==> config.mk <==
export PLATFORM = sky130hd
export DESIGN_NAME = rx_err_logger
export DESIGN_NICKNAME = d
export VERILOG_FILES = /design/src/rtl/rx_err_pkg.sv /design/src/rtl/rx_rst_sync.sv /design/src/rtl/rx_err_sticky.sv /design/src/rtl/rx_sample_subst.sv /design/src/rtl/rx_err_logger.sv
export SDC_FILE = /design/constraint.sdc
export NUM_CORES = 1
export LEC_CHECK = 0
export BUFFER_PORTS_ARGS = -buffer_cell sky130_fd_sc_hd__buf_4
export CORE_MARGIN = 2
export CORE_UTILIZATION = 45
export CTS_BUF_LIST = sky130_fd_sc_hd__clkbuf_16
export DETAILED_ROUTE_END_ITERATION = 6
export PLACE_DENSITY = 0.73
export SYNTH_ARGS = -nofsm -noshare
export SYNTH_HDL_FRONTEND = slang
export SYNTH_SLANG_ARGS = --single-unit
==> constraint.sdc <==
create_clock -name clk -period 2.7 [get_ports clk]
set_input_delay 0.135 -clock clk [delete_from_list [all_inputs] [get_ports clk]]
set_output_delay 0.135 -clock clk [all_outputs]
set_load 0.03 [all_outputs]
==> src/rtl/rx_err_pkg.sv <==
package rx_err_pkg;
  localparam int unsigned EW = 7;
  localparam int unsigned HW = 2;
  localparam int unsigned ERR_UNLOCK = 0;
  localparam int unsigned ERR_VALID  = 1;
  localparam int unsigned ERR_CONF   = 2;
  localparam int unsigned ERR_BIPH   = 3;
  localparam int unsigned ERR_PAR    = 4;
  localparam int unsigned ERR_QCRC   = 5;
  localparam int unsigned ERR_CCRC   = 6;
  localparam logic [EW-1:0] AUDIO_ERRS = 7'b001_1111;

  typedef enum logic [HW-1:0] {
    HOLD_PREV = 2'b00,
    HOLD_ZERO = 2'b01,
    HOLD_PASS = 2'b10,
    HOLD_PASS2 = 2'b11
  } hold_e;
endpackage

==> src/rtl/rx_rst_sync.sv <==
module rx_rst_sync #(
  parameter int unsigned STAGES = 2
) (
  input  logic clk,
  input  logic rst_n,
  output logic rst_sync_n
);
  logic [STAGES-1:0] sync_q;

  always_ff @(posedge clk or negedge rst_n) begin
    if (!rst_n) sync_q <= '0;
    else        sync_q <= {sync_q[STAGES-2:0], 1'b1};
  end

  assign rst_sync_n = sync_q[STAGES-1];
endmodule

==> src/rtl/rx_err_sticky.sv <==
module rx_err_sticky
  import rx_err_pkg::*;
(
  input  logic          clk,
  input  logic          rst_n,
  input  logic          frm_valid,
  input  logic [EW-1:0] frm_err,
  input  logic [EW-1:0] mask,
  input  logic          rd_clr,
  output logic [EW-1:0] sticky,
  output logic          irq
);
  logic [EW-1:0] hits;
  logic [EW-1:0] sticky_d;

  always_comb begin
    hits = frm_valid ? (frm_err & mask) : '0;
    if (rd_clr) sticky_d = hits;
    else        sticky_d = sticky | hits;
  end

  always_ff @(posedge clk or negedge rst_n) begin
    if (!rst_n) sticky <= '0;
    else        sticky <= sticky_d;
  end

  assign irq = |(sticky & mask);

  // without a read, set bits are never lost
  a_r2_sticky_hold: assert property (@(posedge clk) disable iff (!rst_n)
    !rd_clr |=> ((sticky & $past(sticky)) == $past(sticky)));

  // a newly set bit always traces to an unmasked error on a valid frame
  a_r4_no_masked_log: assert property (@(posedge clk) disable iff (!rst_n)
    1'b1 |=> ((sticky & ~$past(sticky) & ~({EW{$past(frm_valid)}} & $past(frm_err) & $past(mask))) == '0));
endmodule

==> src/rtl/rx_sample_subst.sv <==
module rx_sample_subst
  import rx_err_pkg::*;
#(
  parameter int unsigned DW = 24
) (
  input  logic          clk,
  input  logic          rst_n,
  input  logic          frm_valid,
  input  logic [EW-1:0] frm_err,
  input  logic [DW-1:0] frm_sample,
  input  logic [EW-1:0] mask,
  input  hold_e         hold,
  output logic          out_valid,
  output logic [DW-1:0] out_sample
);
  logic          hit;
  logic [DW-1:0] last_q;
  logic [DW-1:0] sample_d;

  always_comb begin
    hit = |(frm_err & mask & AUDIO_ERRS);
    sample_d = frm_sample;
    if (hit) begin
      unique case (hold)
        HOLD_PREV: sample_d = last_q;
        HOLD_ZERO: sample_d = '0;
        default:   sample_d = frm_sample;
      endcase
    end
  end

  always_ff @(posedge clk or negedge rst_n) begin
    if (!rst_n) begin
      out_valid  <= 1'b0;
      out_sample <= '0;
      last_q     <= '0;
    end else begin
      out_valid <= frm_valid;
      if (frm_valid) begin
        out_sample <= sample_d;
        last_q     <= sample_d;
      end
    end
  end

  // frames without a sample-affecting unmasked error pass through
  a_r9_clean_pass: assert property (@(posedge clk) disable iff (!rst_n)
    (frm_valid && ((frm_err & mask & AUDIO_ERRS) == '0)) |=> (out_sample == $past(frm_sample)));

  // the zero policy yields zero
  a_r7_zero_fill: assert property (@(posedge clk) disable iff (!rst_n)
    (frm_valid && hit && hold == HOLD_ZERO) |=> (out_sample == '0));

  // output strobe follows input strobe by one clock
  a_r11_valid_lag: assert property (@(posedge clk) disable iff (!rst_n)
    frm_valid |=> out_valid);
endmodule

==> src/rtl/rx_err_logger.sv <==
module rx_err_logger
  import rx_err_pkg::*;
#(
  parameter int unsigned DW = 24,
  parameter int unsigned RW = EW + HW
) (
  input  logic          clk,
  input  logic          rst_n,
  input  logic          frm_valid,
  input  logic [EW-1:0] frm_err,
  input  logic [DW-1:0] frm_sample,
  input  logic          host_sel,
  input  logic          host_rd,
  input  logic          host_wr,
  input  logic [RW-1:0] host_wdata,
  output logic [RW-1:0] host_rdata,
  output logic          irq,
  output logic          out_valid,
  output logic [DW-1:0] out_sample
);
  logic          rst_s_n;
  logic [EW-1:0] mask_q, mask_d;
  hold_e         hold_q, hold_d;
  logic [EW-1:0] sticky;
  logic          ctrl_we;
  logic          rd_clr;

  rx_rst_sync #(.STAGES(2)) u_rst (
    .clk(clk), .rst_n(rst_n), .rst_sync_n(rst_s_n)
  );

  assign ctrl_we = host_wr && host_sel;
  assign rd_clr  = host_rd && !host_sel;

  always_comb begin
    mask_d = mask_q;
    hold_d = hold_q;
    if (ctrl_we) begin
      mask_d = host_wdata[EW-1:0];
      hold_d = hold_e'(host_wdata[RW-1:EW]);
    end
  end

  always_ff @(posedge clk or negedge rst_s_n) begin
    if (!rst_s_n) begin
      mask_q <= '0;
      hold_q <= HOLD_PREV;
    end else begin
      mask_q <= mask_d;
      hold_q <= hold_d;
    end
  end

  rx_err_sticky u_sticky (
    .clk(clk), .rst_n(rst_s_n), .frm_valid(frm_valid), .frm_err(frm_err),
    .mask(mask_q), .rd_clr(rd_clr), .sticky(sticky), .irq(irq)
  );

  rx_sample_subst #(.DW(DW)) u_subst (
    .clk(clk), .rst_n(rst_s_n), .frm_valid(frm_valid), .frm_err(frm_err),
    .frm_sample(frm_sample), .mask(mask_q), .hold(hold_q),
    .out_valid(out_valid), .out_sample(out_sample)
  );

  assign host_rdata = host_sel ? {hold_q, mask_q} : {{HW{1'b0}}, sticky};

  // an unmasked error with the mask stable leaves the interrupt raised
  a_r5_irq_raise: assert property (@(posedge clk) disable iff (!rst_s_n)
    (frm_valid && |(frm_err & mask_q) && !ctrl_we) |=> irq);

  // a read clears everything that did not arrive in the read cycle
  a_r3_read_clear: assert property (@(posedge clk) disable iff (!rst_s_n)
    (rd_clr && !frm_valid) |=> (sticky == '0));
endmodule

==> impl_metrics.env <==
export IMPL_drc=0
export IMPL_post_route_period_util_pct=66.1
export IMPL_numCtsBuffers=5
export IMPL_grtUsageMet1_pct=29.8
export IMPL_antenna_left=0
export IMPL_leakage_nw=1.56
export IMPL_status="finished clean"
export IMPL_finalWorstSetupSlack_ps=915
export IMPL_critPathKind="flop to flop"
export IMPL_postSynthCellCount=215
export IMPL_n_antenna_cell=0
export IMPL_clk_path_buf_depth=2
export IMPL_drv_cap=0
export IMPL_crit_path_end_kind="flop"
export IMPL_grt_pass1_wl_um=8600
export IMPL_p_per_area_nw_per_um2=891
export IMPL_worst_setup_path_start_kind="flop"
export IMPL_std_cell_rows=25
export IMPL_area_delta_synth_final_pct=35.8
export IMPL_numPortBuffers=80
export IMPL_tightestPinTransition_ps=904
export IMPL_path_cells="a222oi_1 > buf_4 > a31o_4 > a211o_1"
export IMPL_insertion_delay_ps=280
export IMPL_overflow=0
export IMPL_cts_tree="done"
export IMPL_drt_iter0_drc=148
export IMPL_synth_top_cell_by_area="dfrtp_1"
export IMPL_syn_nets=261
export IMPL_ys_seq_area_share_pct=47.5
export IMPL_clkTransAtPathRegs_ps=60
export IMPL_cp_slowest_cell="dfrtp_1"
export IMPL_max_freq_mhz=560
export IMPL_ys_ff_latch=43
export IMPL_drive_above_1_share_pct=45.5
export IMPL_fin_skew_ps=2.97
export IMPL_setup_viol=0
export IMPL_busiest_layer="met2"
export IMPL_die_y_um=75.0
export IMPL_yosys_cell_types_count=21
export IMPL_post_cts_setup_buffers=0
export IMPL_io_pins=81
export IMPL_hp_class="input pin to flop"
export IMPL_cts_root_buf="clkbuf_16"
export IMPL_grtUsageTotal_pct=20.5
export IMPL_hpwlAfterDp_um=3620
export IMPL_postCtsHoldBufs=1
export IMPL_vias=1920
export IMPL_die_width_um=75.0
export IMPL_gp_congestion=0.754
export IMPL_use_met2_pct=30.8
export IMPL_antenna_found_initial=0
export IMPL_routed_wl_um=5520
export IMPL_drv_slew=0
export IMPL_die_area_sq_um=5620
export IMPL_irDropWorstVdd_mv=0.505
export IMPL_ff2ff_setup_slack_ps=920
export IMPL_yosys_warnings=0
export IMPL_yosys_top_cells_area="dfrtp_1, a211o_1, or3b_2, mux2_2, o22ai_1"
export IMPL_syn_area_per_cell_sq_um=10.5
export IMPL_grt_pass1_vias=1747
export IMPL_drt_wirelength_per_cell_um=15.5
export IMPL_first_pass_iters=4
export IMPL_n_fill_cell=402
export IMPL_grt_util_met3_pct=5.09
export IMPL_whs_ps=58.3
export IMPL_start_util_pct=47.4
export IMPL_ctsResizeCount=0
export IMPL_cp_data_required_time_ps=2920
export IMPL_fin_setup_tns_ps=0
export IMPL_maxSlewHeadroom_pct=39.8
export IMPL_critPathMaxStageDelay_ps=420
export IMPL_ctsHtreeMaxLevel=2
export IMPL_worst_ep_arrival_time_ps=2000
export IMPL_synth_area_sq_um=2270
export IMPL_grt_max_degree=42
export IMPL_cts_sinks=43
export IMPL_vias_per_cell=5.38
export IMPL_synth_top_area_share_pct=47.5
export IMPL_hold_viol_final=0
export IMPL_fin_crit_ps=1780
export IMPL_dpl_worst_slack_ps=940
export IMPL_rsz0062_at_grt="no"
export IMPL_worstPathMaxFanout=25
export IMPL_layout_nets=335
export IMPL_coreArea_sq_um=4790
## registers in the layout, indices dropped and copies added, names as in the netlist
name and count:
u_subst.last_q 24, mask_q 7, u_sticky.sticky 7, hold_q 2, u_rst.sync_q 2, u_subst.out_valid 1
## layout by cell type (no fill, tap or decap), drive strengths merged, types with 2 or more instances in the layout
cell type	instances
and2	3
clkbuf	5
a32o	7
a211o	24
o22ai	24
inv	25
nor2	24
dfrtp	43
mux2	16
bufinv	2
a22oi	3
buf	82
or3b	24
a222oi	2
## per-layer routing
layer  part of all wire (%)  wire length, um
met1                     44             2420
met2                     50             2730
met3                    5.4              299
met4                    1.3               70
met5                      0                0
## critical path: cells and delay by family, from the launching register on
kind	cells	cell delay (ps)
AO/OA/AOI/OAI	3	930
buffers and inverters	1	350
flip-flops	1	420
## area by class of cell
type | instances | area, sq um | share of cell area, %
Clock buffer | 5 | 125 | 4.06
Clock inverter | 3 | 63.8 | 2.07
Inverter | 24 | 90.1 | 2.93
Multi-Input combinational cell | 132 | 1010 | 32.9
Sequential cell | 43 | 1080 | 35.0
Tap cell | 67 | 83.8 | 2.72
Timing Repair Buffer | 83 | 626 | 20.3
## logic make-up (layout without fill, tap and decap cells)
group           after synthesis  in the layout  synth area share [%]
other cells                   1              1                 0.165
simple gates                 54             54                  14.7
flops                        43             43                  47.5
mux                          16             16                  7.95
buf+inv                      40            115                  7.84
compound gates               61             61                  21.9
## where the power goes
group | total (mW) | internal [mW] | switching [mW]
registers | 0.956 | 0.797 | 0.159
logic | 1.03 | 0.470 | 0.557
clock network | 0.761 | 0.526 | 0.234
total | 2.74 | 1.79 | 0.950
## final timing paths
path                            startpoint  depth (start not counted)                  to
setup / recovery                 mask_q[3]                          4  u_subst.last_q[22]
hold / removal               frm_sample[6]                          2   u_subst.last_q[6]
setup reg to reg                 mask_q[3]                          4  u_subst.last_q[22]
hold reg to reg            u_rst.sync_q[0]                          0     u_rst.sync_q[1]
max in group asynchronous  u_rst.sync_q[1]                          0   u_subst.out_valid
min in group asynchronous            rst_n                          2     u_rst.sync_q[1]
## Yosys cell counts, drive strengths merged
| cell | instances |
|---|---|
| a22oi | 3 |
| or3b | 24 |
| mux2 | 16 |
| nand2 | 1 |
| inv | 24 |
| buf | 6 |
| dfrtp | 43 |
| a211o | 24 |
| a32o | 7 |
| a222oi | 2 |
| conb | 1 |
| o22ai | 24 |
| and2 | 3 |
| nor2 | 24 |
| nand2b | 1 |
| a31o | 1 |
| nand3 | 1 |
| clkbuf | 10 |
## through the flow
stage	std cells	util [%]	power [mW]	instance area (sq um)
after CTS	357	64.3	2.76	3080
after global routing	357	64.3	2.89	3080
final	357	64.3	2.74	3080
after floorplan	215	-	1.64	2270
after detailed placement	348	60.2	1.99	2880
after global placement	348	60.2	1.97	2880
No activity file was read; power rests on OpenSTA's default activity.
